==> src/rtl/fpv_pkg.sv <==
package fpv_pkg;

   typedef enum logic [3:0] {
      S_IDLE,
      S_LOAD,
      S_SETUP,
      S_PROG,
      S_PHOLD,
      S_SHOLD,
      S_VON,
      S_DWR,
      S_DWAIT,
      S_RD,
      S_CAP,
      S_VOFF
   } fpv_state_e;

   typedef struct packed {
      logic we;
      logic setup;
      logic prog;
      logic verify;
      logic wr;
      logic rd;
   } fpv_strobe_t;

   function automatic int fpv_max(input int a, input int b);
      return (a > b) ? a : b;
   endfunction

endpackage

==> src/rtl/fpv_timer.sv <==
module fpv_timer #(
   parameter int CNT_W = 4
)(
   input  logic             clk,
   input  logic             rst_n,
   input  logic             load,
   input  logic [CNT_W-1:0] load_val,
   output logic             expired
);

   logic [CNT_W-1:0] cnt_q;

   always_ff @(posedge clk or negedge rst_n) begin
      if (!rst_n) begin
         cnt_q <= '0;
      end else if (load) begin
         cnt_q <= load_val;
      end else if (cnt_q != '0) begin
         cnt_q <= cnt_q - 1'b1;
      end
   end

   assign expired = (cnt_q == '0);

endmodule

==> src/rtl/fpv_buf.sv <==
module fpv_buf #(
   parameter int PAGE_BYTES = 32,
   localparam int IDX_W  = $clog2(PAGE_BYTES),
   localparam int WIDX_W = IDX_W - 1
)(
   input  logic              clk,
   input  logic              rst_n,
   input  logic              host_we,
   input  logic [IDX_W-1:0]  host_idx,
   input  logic [7:0]        host_data,
   input  logic              init,
   input  logic              upd,
   input  logic [WIDX_W-1:0] upd_widx,
   input  logic [15:0]       rdata,
   input  logic [IDX_W-1:0]  rd_idx,
   output logic [7:0]        rp_byte,
   output logic              word_match
);

   logic [7:0]            tgt_q   [PAGE_BYTES];
   logic [7:0]            rp_q    [PAGE_BYTES];
   logic [PAGE_BYTES-1:0] vld_q;
   logic [7:0]            rb_lane [PAGE_BYTES];
   logic [PAGE_BYTES-1:0] lane_hit;

   // each lane picks its half of the read word and decodes its own update
   for (genvar g = 0; g < PAGE_BYTES; g++) begin : g_lane
      if ((g % 2) == 1) begin : g_hi
         assign rb_lane[g] = rdata[15:8];
      end else begin : g_lo
         assign rb_lane[g] = rdata[7:0];
      end
      assign lane_hit[g] = upd && (upd_widx == WIDX_W'(g / 2));
   end

   always_ff @(posedge clk or negedge rst_n) begin
      if (!rst_n) begin
         for (int i = 0; i < PAGE_BYTES; i++) begin
            tgt_q[i] <= 8'hFF;
            rp_q[i]  <= 8'hFF;
         end
         vld_q <= '0;
      end else if (init) begin
         // unloaded positions become "leave erased"
         for (int i = 0; i < PAGE_BYTES; i++) begin
            tgt_q[i] <= vld_q[i] ? tgt_q[i] : 8'hFF;
            rp_q[i]  <= vld_q[i] ? tgt_q[i] : 8'hFF;
         end
         vld_q <= '0;
      end else begin
         if (host_we) begin
            tgt_q[host_idx] <= host_data;
            vld_q[host_idx] <= 1'b1;
         end
         for (int i = 0; i < PAGE_BYTES; i++) begin
            if (lane_hit[i]) begin
               rp_q[i] <= tgt_q[i] | ~rb_lane[i];
            end
         end
      end
   end

   assign rp_byte    = rp_q[rd_idx];
   assign word_match = ({tgt_q[{upd_widx, 1'b1}], tgt_q[{upd_widx, 1'b0}]} == rdata);

endmodule

==> src/rtl/fpv_ctrl.sv <==
module fpv_ctrl
   import fpv_pkg::*;
#(
   parameter int ADDR_W     = 16,
   parameter int PAGE_BYTES = 32,
   parameter int CNT_W      = 4,
   parameter int T_SETUP    = 4,
   parameter int T_PROG     = 6,
   parameter int T_PHOLD    = 2,
   parameter int T_SHOLD    = 2,
   parameter int T_VON      = 3,
   parameter int T_DUMMY    = 2,
   parameter int T_VOFF     = 2,
   parameter int MAX_TRIES  = 4,
   localparam int IDX_W  = $clog2(PAGE_BYTES),
   localparam int WIDX_W = IDX_W - 1,
   localparam int WORDS  = PAGE_BYTES / 2,
   localparam int TRY_W  = $clog2(MAX_TRIES + 1)
)(
   input  logic              clk,
   input  logic              rst_n,
   input  logic              start,
   input  logic [ADDR_W-1:0] page_addr,
   input  logic              tmr_expired,
   input  logic              word_match,
   output logic              tmr_load,
   output logic [CNT_W-1:0]  tmr_val,
   output logic              buf_init,
   output logic              buf_upd,
   output logic [IDX_W-1:0]  byte_idx,
   output logic [WIDX_W-1:0] word_idx,
   output logic [ADDR_W-1:0] fl_addr,
   output fpv_strobe_t       strobe,
   output logic              busy,
   output logic              done,
   output logic              fail
);

   localparam logic [IDX_W-1:0]  LAST_IDX = IDX_W'(PAGE_BYTES - 1);
   localparam logic [WIDX_W-1:0] LAST_W   = WIDX_W'(WORDS - 1);
   localparam logic [TRY_W-1:0]  TRY_LIM  = TRY_W'(MAX_TRIES);

   fpv_state_e        st_q, st_d;
   logic [ADDR_W-1:0] base_q;
   logic [IDX_W-1:0]  idx_q;
   logic [WIDX_W-1:0] widx_q;
   logic [TRY_W-1:0]  tries_q;
   logic              match_q;
   logic              done_q;
   logic              fail_q;
   logic              aligned;
   logic              idle;

   assign idle    = (st_q == S_IDLE);
   assign aligned = (page_addr[IDX_W-1:0] == '0);

   always_comb begin
      st_d     = st_q;
      tmr_load = 1'b0;
      tmr_val  = '0;
      unique case (st_q)
         S_IDLE: begin
            if (start && aligned) st_d = S_LOAD;
         end
         S_LOAD: begin
            if (idx_q == LAST_IDX) begin
               st_d     = S_SETUP;
               tmr_load = 1'b1;
               tmr_val  = CNT_W'(T_SETUP - 1);
            end
         end
         S_SETUP: begin
            if (tmr_expired) begin
               st_d     = S_PROG;
               tmr_load = 1'b1;
               tmr_val  = CNT_W'(T_PROG - 1);
            end
         end
         S_PROG: begin
            if (tmr_expired) begin
               st_d     = S_PHOLD;
               tmr_load = 1'b1;
               tmr_val  = CNT_W'(T_PHOLD - 1);
            end
         end
         S_PHOLD: begin
            if (tmr_expired) begin
               st_d     = S_SHOLD;
               tmr_load = 1'b1;
               tmr_val  = CNT_W'(T_SHOLD - 1);
            end
         end
         S_SHOLD: begin
            if (tmr_expired) begin
               st_d     = S_VON;
               tmr_load = 1'b1;
               tmr_val  = CNT_W'(T_VON - 1);
            end
         end
         S_VON: begin
            if (tmr_expired) st_d = S_DWR;
         end
         S_DWR: begin
            st_d     = S_DWAIT;
            tmr_load = 1'b1;
            tmr_val  = CNT_W'(T_DUMMY - 1);
         end
         S_DWAIT: begin
            if (tmr_expired) st_d = S_RD;
         end
         S_RD: begin
            st_d = S_CAP;
         end
         S_CAP: begin
            if (widx_q == LAST_W) begin
               st_d     = S_VOFF;
               tmr_load = 1'b1;
               tmr_val  = CNT_W'(T_VOFF - 1);
            end else begin
               st_d = S_DWR;
            end
         end
         S_VOFF: begin
            if (tmr_expired) begin
               if (match_q || (tries_q == TRY_LIM)) st_d = S_IDLE;
               else                                 st_d = S_LOAD;
            end
         end
         default: st_d = S_IDLE;
      endcase
   end

   always_ff @(posedge clk or negedge rst_n) begin
      if (!rst_n) begin
         st_q    <= S_IDLE;
         base_q  <= '0;
         idx_q   <= '0;
         widx_q  <= '0;
         tries_q <= '0;
         match_q <= 1'b0;
         done_q  <= 1'b0;
         fail_q  <= 1'b0;
      end else begin
         st_q <= st_d;
         unique case (st_q)
            S_IDLE: begin
               if (start) begin
                  done_q  <= 1'b0;
                  fail_q  <= !aligned;
                  base_q  <= page_addr;
                  idx_q   <= '0;
                  tries_q <= TRY_W'(1);
               end
            end
            S_LOAD: idx_q <= idx_q + 1'b1;
            S_VON: begin
               if (tmr_expired) begin
                  widx_q  <= '0;
                  match_q <= 1'b1;
               end
            end
            S_CAP: begin
               widx_q  <= widx_q + 1'b1;
               match_q <= match_q & word_match;
            end
            S_VOFF: begin
               if (tmr_expired) begin
                  if (match_q)                  done_q  <= 1'b1;
                  else if (tries_q == TRY_LIM)  fail_q  <= 1'b1;
                  else                          tries_q <= tries_q + 1'b1;
               end
            end
            default: ;
         endcase
      end
   end

   always_comb begin
      strobe        = '0;
      strobe.we     = !idle;
      strobe.setup  = (st_q == S_SETUP) || (st_q == S_PROG) || (st_q == S_PHOLD);
      strobe.prog   = (st_q == S_PROG);
      strobe.verify = (st_q == S_VON) || (st_q == S_DWR) || (st_q == S_DWAIT) ||
                      (st_q == S_RD)  || (st_q == S_CAP);
      strobe.wr     = (st_q == S_LOAD) || (st_q == S_DWR);
      strobe.rd     = (st_q == S_RD);
   end

   assign fl_addr  = (st_q == S_LOAD) ? (base_q | ADDR_W'(idx_q))
                                      : (base_q | ADDR_W'({widx_q, 1'b0}));
   assign buf_init = idle && start && aligned;
   assign buf_upd  = (st_q == S_CAP);
   assign byte_idx = idx_q;
   assign word_idx = widx_q;
   assign busy     = !idle;
   assign done     = done_q;
   assign fail     = fail_q;

endmodule

==> src/rtl/fpv_seq.sv <==
module fpv_seq
   import fpv_pkg::*;
#(
   parameter int ADDR_W     = 16,
   parameter int PAGE_BYTES = 32,
   parameter int T_SETUP    = 4,
   parameter int T_PROG     = 6,
   parameter int T_PHOLD    = 2,
   parameter int T_SHOLD    = 2,
   parameter int T_VON      = 3,
   parameter int T_DUMMY    = 2,
   parameter int T_VOFF     = 2,
   parameter int MAX_TRIES  = 4,
   localparam int IDX_W = $clog2(PAGE_BYTES)
)(
   input  logic              clk,
   input  logic              rst_n,
   input  logic              start,
   input  logic [ADDR_W-1:0] page_addr,
   input  logic              host_we,
   input  logic [IDX_W-1:0]  host_idx,
   input  logic [7:0]        host_data,
   output logic              busy,
   output logic              done,
   output logic              fail,
   output logic              fl_we,
   output logic              fl_setup,
   output logic              fl_prog,
   output logic              fl_verify,
   output logic              fl_wr,
   output logic              fl_rd,
   output logic [ADDR_W-1:0] fl_addr,
   output logic [7:0]        fl_wdata,
   input  logic [15:0]       fl_rdata
);

   localparam int WIDX_W   = IDX_W - 1;
   localparam int WAIT_MAX = fpv_max(fpv_max(fpv_max(T_SETUP, T_PROG), fpv_max(T_PHOLD, T_SHOLD)),
                                     fpv_max(fpv_max(T_VON, T_DUMMY), T_VOFF));
   localparam int CNT_W    = $clog2(WAIT_MAX + 1);

   // elaboration-time parameter checks
   if (PAGE_BYTES < 4 || (PAGE_BYTES & (PAGE_BYTES - 1)) != 0) begin : g_bad_page
      $error("fpv_seq: PAGE_BYTES must be a power of two, at least 4");
   end
   if (ADDR_W < IDX_W) begin : g_bad_addr
      $error("fpv_seq: ADDR_W too narrow for the page");
   end
   if (T_SETUP < 1 || T_PROG < 1 || T_PHOLD < 1 || T_SHOLD < 1 ||
       T_VON < 1 || T_DUMMY < 1 || T_VOFF < 1) begin : g_bad_wait
      $error("fpv_seq: every wait must be at least one cycle");
   end
   if (MAX_TRIES < 1) begin : g_bad_tries
      $error("fpv_seq: MAX_TRIES must be at least 1");
   end

   logic              tmr_load;
   logic [CNT_W-1:0]  tmr_val;
   logic              tmr_expired;
   logic              buf_init;
   logic              buf_upd;
   logic [IDX_W-1:0]  byte_idx;
   logic [WIDX_W-1:0] word_idx;
   logic [7:0]        rp_byte;
   logic              word_match;
   logic              host_we_g;
   fpv_strobe_t       strobe;

   assign host_we_g = host_we && !busy;

   fpv_timer #(.CNT_W(CNT_W)) u_timer (
      .clk      (clk),
      .rst_n    (rst_n),
      .load     (tmr_load),
      .load_val (tmr_val),
      .expired  (tmr_expired)
   );

   fpv_buf #(.PAGE_BYTES(PAGE_BYTES)) u_buf (
      .clk        (clk),
      .rst_n      (rst_n),
      .host_we    (host_we_g),
      .host_idx   (host_idx),
      .host_data  (host_data),
      .init       (buf_init),
      .upd        (buf_upd),
      .upd_widx   (word_idx),
      .rdata      (fl_rdata),
      .rd_idx     (byte_idx),
      .rp_byte    (rp_byte),
      .word_match (word_match)
   );

   fpv_ctrl #(
      .ADDR_W     (ADDR_W),
      .PAGE_BYTES (PAGE_BYTES),
      .CNT_W      (CNT_W),
      .T_SETUP    (T_SETUP),
      .T_PROG     (T_PROG),
      .T_PHOLD    (T_PHOLD),
      .T_SHOLD    (T_SHOLD),
      .T_VON      (T_VON),
      .T_DUMMY    (T_DUMMY),
      .T_VOFF     (T_VOFF),
      .MAX_TRIES  (MAX_TRIES)
   ) u_ctrl (
      .clk         (clk),
      .rst_n       (rst_n),
      .start       (start),
      .page_addr   (page_addr),
      .tmr_expired (tmr_expired),
      .word_match  (word_match),
      .tmr_load    (tmr_load),
      .tmr_val     (tmr_val),
      .buf_init    (buf_init),
      .buf_upd     (buf_upd),
      .byte_idx    (byte_idx),
      .word_idx    (word_idx),
      .fl_addr     (fl_addr),
      .strobe      (strobe),
      .busy        (busy),
      .done        (done),
      .fail        (fail)
   );

   assign fl_we     = strobe.we;
   assign fl_setup  = strobe.setup;
   assign fl_prog   = strobe.prog;
   assign fl_verify = strobe.verify;
   assign fl_wr     = strobe.wr;
   assign fl_rd     = strobe.rd;
   assign fl_wdata  = strobe.verify ? 8'hFF : rp_byte;

endmodule

==> config.mk <==
export PLATFORM = sky130hd
export DESIGN_NAME = fpv_seq
export DESIGN_NICKNAME = d
export VERILOG_FILES = /design/src/rtl/fpv_pkg.sv /design/src/rtl/fpv_timer.sv /design/src/rtl/fpv_buf.sv /design/src/rtl/fpv_ctrl.sv /design/src/rtl/fpv_seq.sv
export SDC_FILE = /design/constraint.sdc
export NUM_CORES = 2
export LEC_CHECK = 0
export BUFFER_PORTS_ARGS = -buffer_cell sky130_fd_sc_hd__clkbuf_2
export CORE_UTILIZATION = 38
export CTS_CLUSTER_DIAMETER = 60
export DETAILED_ROUTE_END_ITERATION = 8
export GPL_TIMING_DRIVEN = 0
export SYNTH_ARGS = -nofsm -noshare
export SYNTH_HDL_FRONTEND = slang
export SYNTH_SLANG_ARGS = --single-unit
==> constraint.sdc <==
create_clock -name clk -period 3.75 [get_ports clk]
set_clock_uncertainty 0.05 [all_clocks]
set_input_delay 0.75 -clock clk [delete_from_list [all_inputs] [get_ports clk]]
set_output_delay 0.75 -clock clk [all_outputs]
set_load 0.01 [all_outputs]
==> out/metrics.cfg <==
[run_status]
status=finished, violations left
violations=max-capacitance violations, max-slew violations, negative setup slack

[place]
port_buffers=78
placed_cells=3895
gp_congestion=1.06
hpwl_um=95700
post-place-ws_ns=-1.19

[logic_synthesis]
synthArstFlopShare=1.00
synth_area_um2=29100
synth_edf_count=0
ys_warn_count=0
ys_ff_latch=582
ys_types=57
synth_cells=2832
ys_seq_area_frac=0.522
syn_area_per_cell_um2=10.3
syn-num-nets=2891
synth_flop_cell=dfstp_2

[finish]
fin_util=0.447
fin_cells=4048
area_growth_pct=16.4
regArea_um2=15200
multi_input_area_um2=13000
layout_common_cells=a21oi_1, nor2_1, dfstp_2, clkbuf_1, mux4_2
final_layout_size_suffix_gt1_frac=0.325
fillers=7305
nets=3071
layout_commonest_cell=a21oi_1

[route]
drt-initial-drc-count=3675
wl_met2_um=53900
drcViolationCount=0
dr.max_layer_used=met5
dr.pass1.iters=9
dr_wl_met3_um=17000
vias=26063
antenna_left=0
wl_per_cell_um=32.6
wl_um=132000
met1_length_um=51600
vias_per_cell=6.44

[timing]
slew_violations=39
tightest_slew_ns=1.58
setup_viol=8
rsz0062_at_grt=yes
layout_setup_ws_ns=-0.233
max_clock_freq_mhz=251
max-slew-margin-rel=-0.0503
period_minus_slack_ns=3.98
hold_viol=0
post-route-period-util=1.06

[floorplanning]
io_pins=82
start_util=0.384
die_x_um=279
dieArea_um2=77700
fp-row-count=101
core_um2=75800
die_h_um=279

[grt]
grt_pass1_wl_um=184000
antenna_found_initial=7
grt_max_degree=109
grt_pass1_vias=24519
track_usage=0.337
grt_overflow=0

[hold_path]
hold_class=input pin to async pin

[job]
max_cap_violations=4

[power]
ir_drop_v=0.000384
power_frac_comb=0.359
switching_share=0.374
power_w=0.0322
switching_power_w=0.0121
power_density_nw_per_um2=950
p_int_w=0.0202
p_seq_frac=0.418
power.leakage_nw=12.8
power.share.clock=0.223

[clocking]
cts_tree=done
worstSkewPairLatency_ns=0.64
cts_root_buf=clkbuf_16
clkSlewWorstSetupHoldPaths_ns=0.06
cts-buffers-inserted=72
clock_path_buffers=3
cts_sinks=582
h-tree-depth=3

[worst_setup_path]
crit_path_max_fanout=6
cp-start-kind=register
cp_slowest_stage_delay_ns=0.65
arrival_ns=3.18
critical_path_required_ns=2.95
crit_chain=buf_12 > buf_12 > mux4_2 > mux4_2 > mux2i_1 > nand2_1 > buf_2
reg2reg_setup_slack_ns=0.02
slowest_stage=mux4_2
path_class=register to primary output
cp-end-kind=primary output

[repair_timing]
action / in CTS / in global routing
endpoints found under the setup margin: 317 / 88
cloned: 2 / 0
hold buffers: 0 / 0
pin swaps: 0 / 2
resized for setup: 96 / 22
buffers inserted: 5 / 19
[synth_stat cells, types with 26 or more instances]
cell	count	area, um^2
dfrtp_1	70	1750
o21ai_1	26	130
mux2i_1	38	380
clkbuf_1	159	597
o22a_1	129	1130
a21oi_1	712	3560
o21ai_0	44	220
nand3_1	37	185
dfstp_2	512	13500
nand2_1	100	375
buf_1	26	97.6
mux4_2	132	2970
nor2_1	568	2130
nor3_1	27	135
[registers in the layout, summed over array words and instances (netlist names)]
register	flops
u_ctrl.byte_idx	5
u_ctrl.st_q	4
u_timer.cnt_q	3
u_ctrl.base_q	16
u_buf.tgt_q	256
u_ctrl.word_idx	4
u_ctrl.fail	1
u_ctrl.tries_q	3
u_buf.vld_q	32
u_ctrl.match_q	1
u_ctrl.done	1
u_buf.rp_q	256
[final cells by class]
cell class | count | area share
clock buffer | 102 | 0.0631
buffer | 217 | 0.0337
inverter | 16 | 0.00177
clock inverter | 26 | 0.00819
antenna | 4 | 0.000295
multi-input combinational | 2014 | 0.384
tap | 978 | 0.0361
timing repair buffer | 109 | 0.0240
sequential | 582 | 0.449
[worst paths after layout]
path	startpoint	endpoint	cells past startpoint
setup / recovery	u_ctrl.byte_idx[0]	fl_wdata[2]	7
hold / removal	rst_n	u_ctrl.st_q[3]	1
setup reg to reg	u_ctrl.word_idx[0]	u_ctrl.match_q	11
hold reg to reg	u_ctrl.base_q[5]	u_ctrl.base_q[5]	2
max in group asynchronous	rst_n	u_buf.tgt_q[197]	4
min in group clk	page_addr[6]	u_ctrl.base_q[6]	3
[critical path: cells and delay by family (launching register included)]
kind          cells  cell delay [ns]
mux               3             1.48
buf+inv           3             0.50
flops             1             0.46
simple gates      1             0.07
[per-layer routing]
metal / track usage / vias up
met5: 0 / -
met2: 0.468 / 1844
met4: 0.206 / 2
met1: 0.453 / 13191
met3: 0.110 / 383
li1: - / 10643
[power groups by stage]
stage	Sequential [W]	Clock (W)	Combinational, W
2_1_floorplan	0.0122	0	0.00702
3_3_place_gp	0.0133	0	0.0107
3_5_place_dp	0.0133	0	0.0108
4_1_cts	0.0133	0.00722	0.0112
5_1_grt	0.0137	0.00748	0.0122
6_report	0.0135	0.00719	0.0116
[through the flow]
stage                     hold slack [ns]  area (um^2)  setup TNS (ns)
after floorplan                     0.397        29100               0
after global placement              0.410        30700        -4865.88
after detailed placement            0.415        30900         -191.96
after CTS                          0.0188        33700           -1.40
after global routing               0.0438        33900           -1.75
final                              0.0123        33900           -1.38
[kinds of logic (layout without fill, tap and decap cells)]
family / count (synthesis) / in the layout / synth area share
compound gates: 971 / 971 / 0.190
xor+xnor: 10 / 10 / 0.00301
fa+ha+maj: 10 / 10 / 0.00430
buf+inv: 236 / 470 / 0.0351
flops: 582 / 582 / 0.522
mux: 180 / 180 / 0.121
other cells: 0 / 4 / 0
simple gates: 843 / 843 / 0.125
No activity file was read; power rests on OpenSTA's default activity.
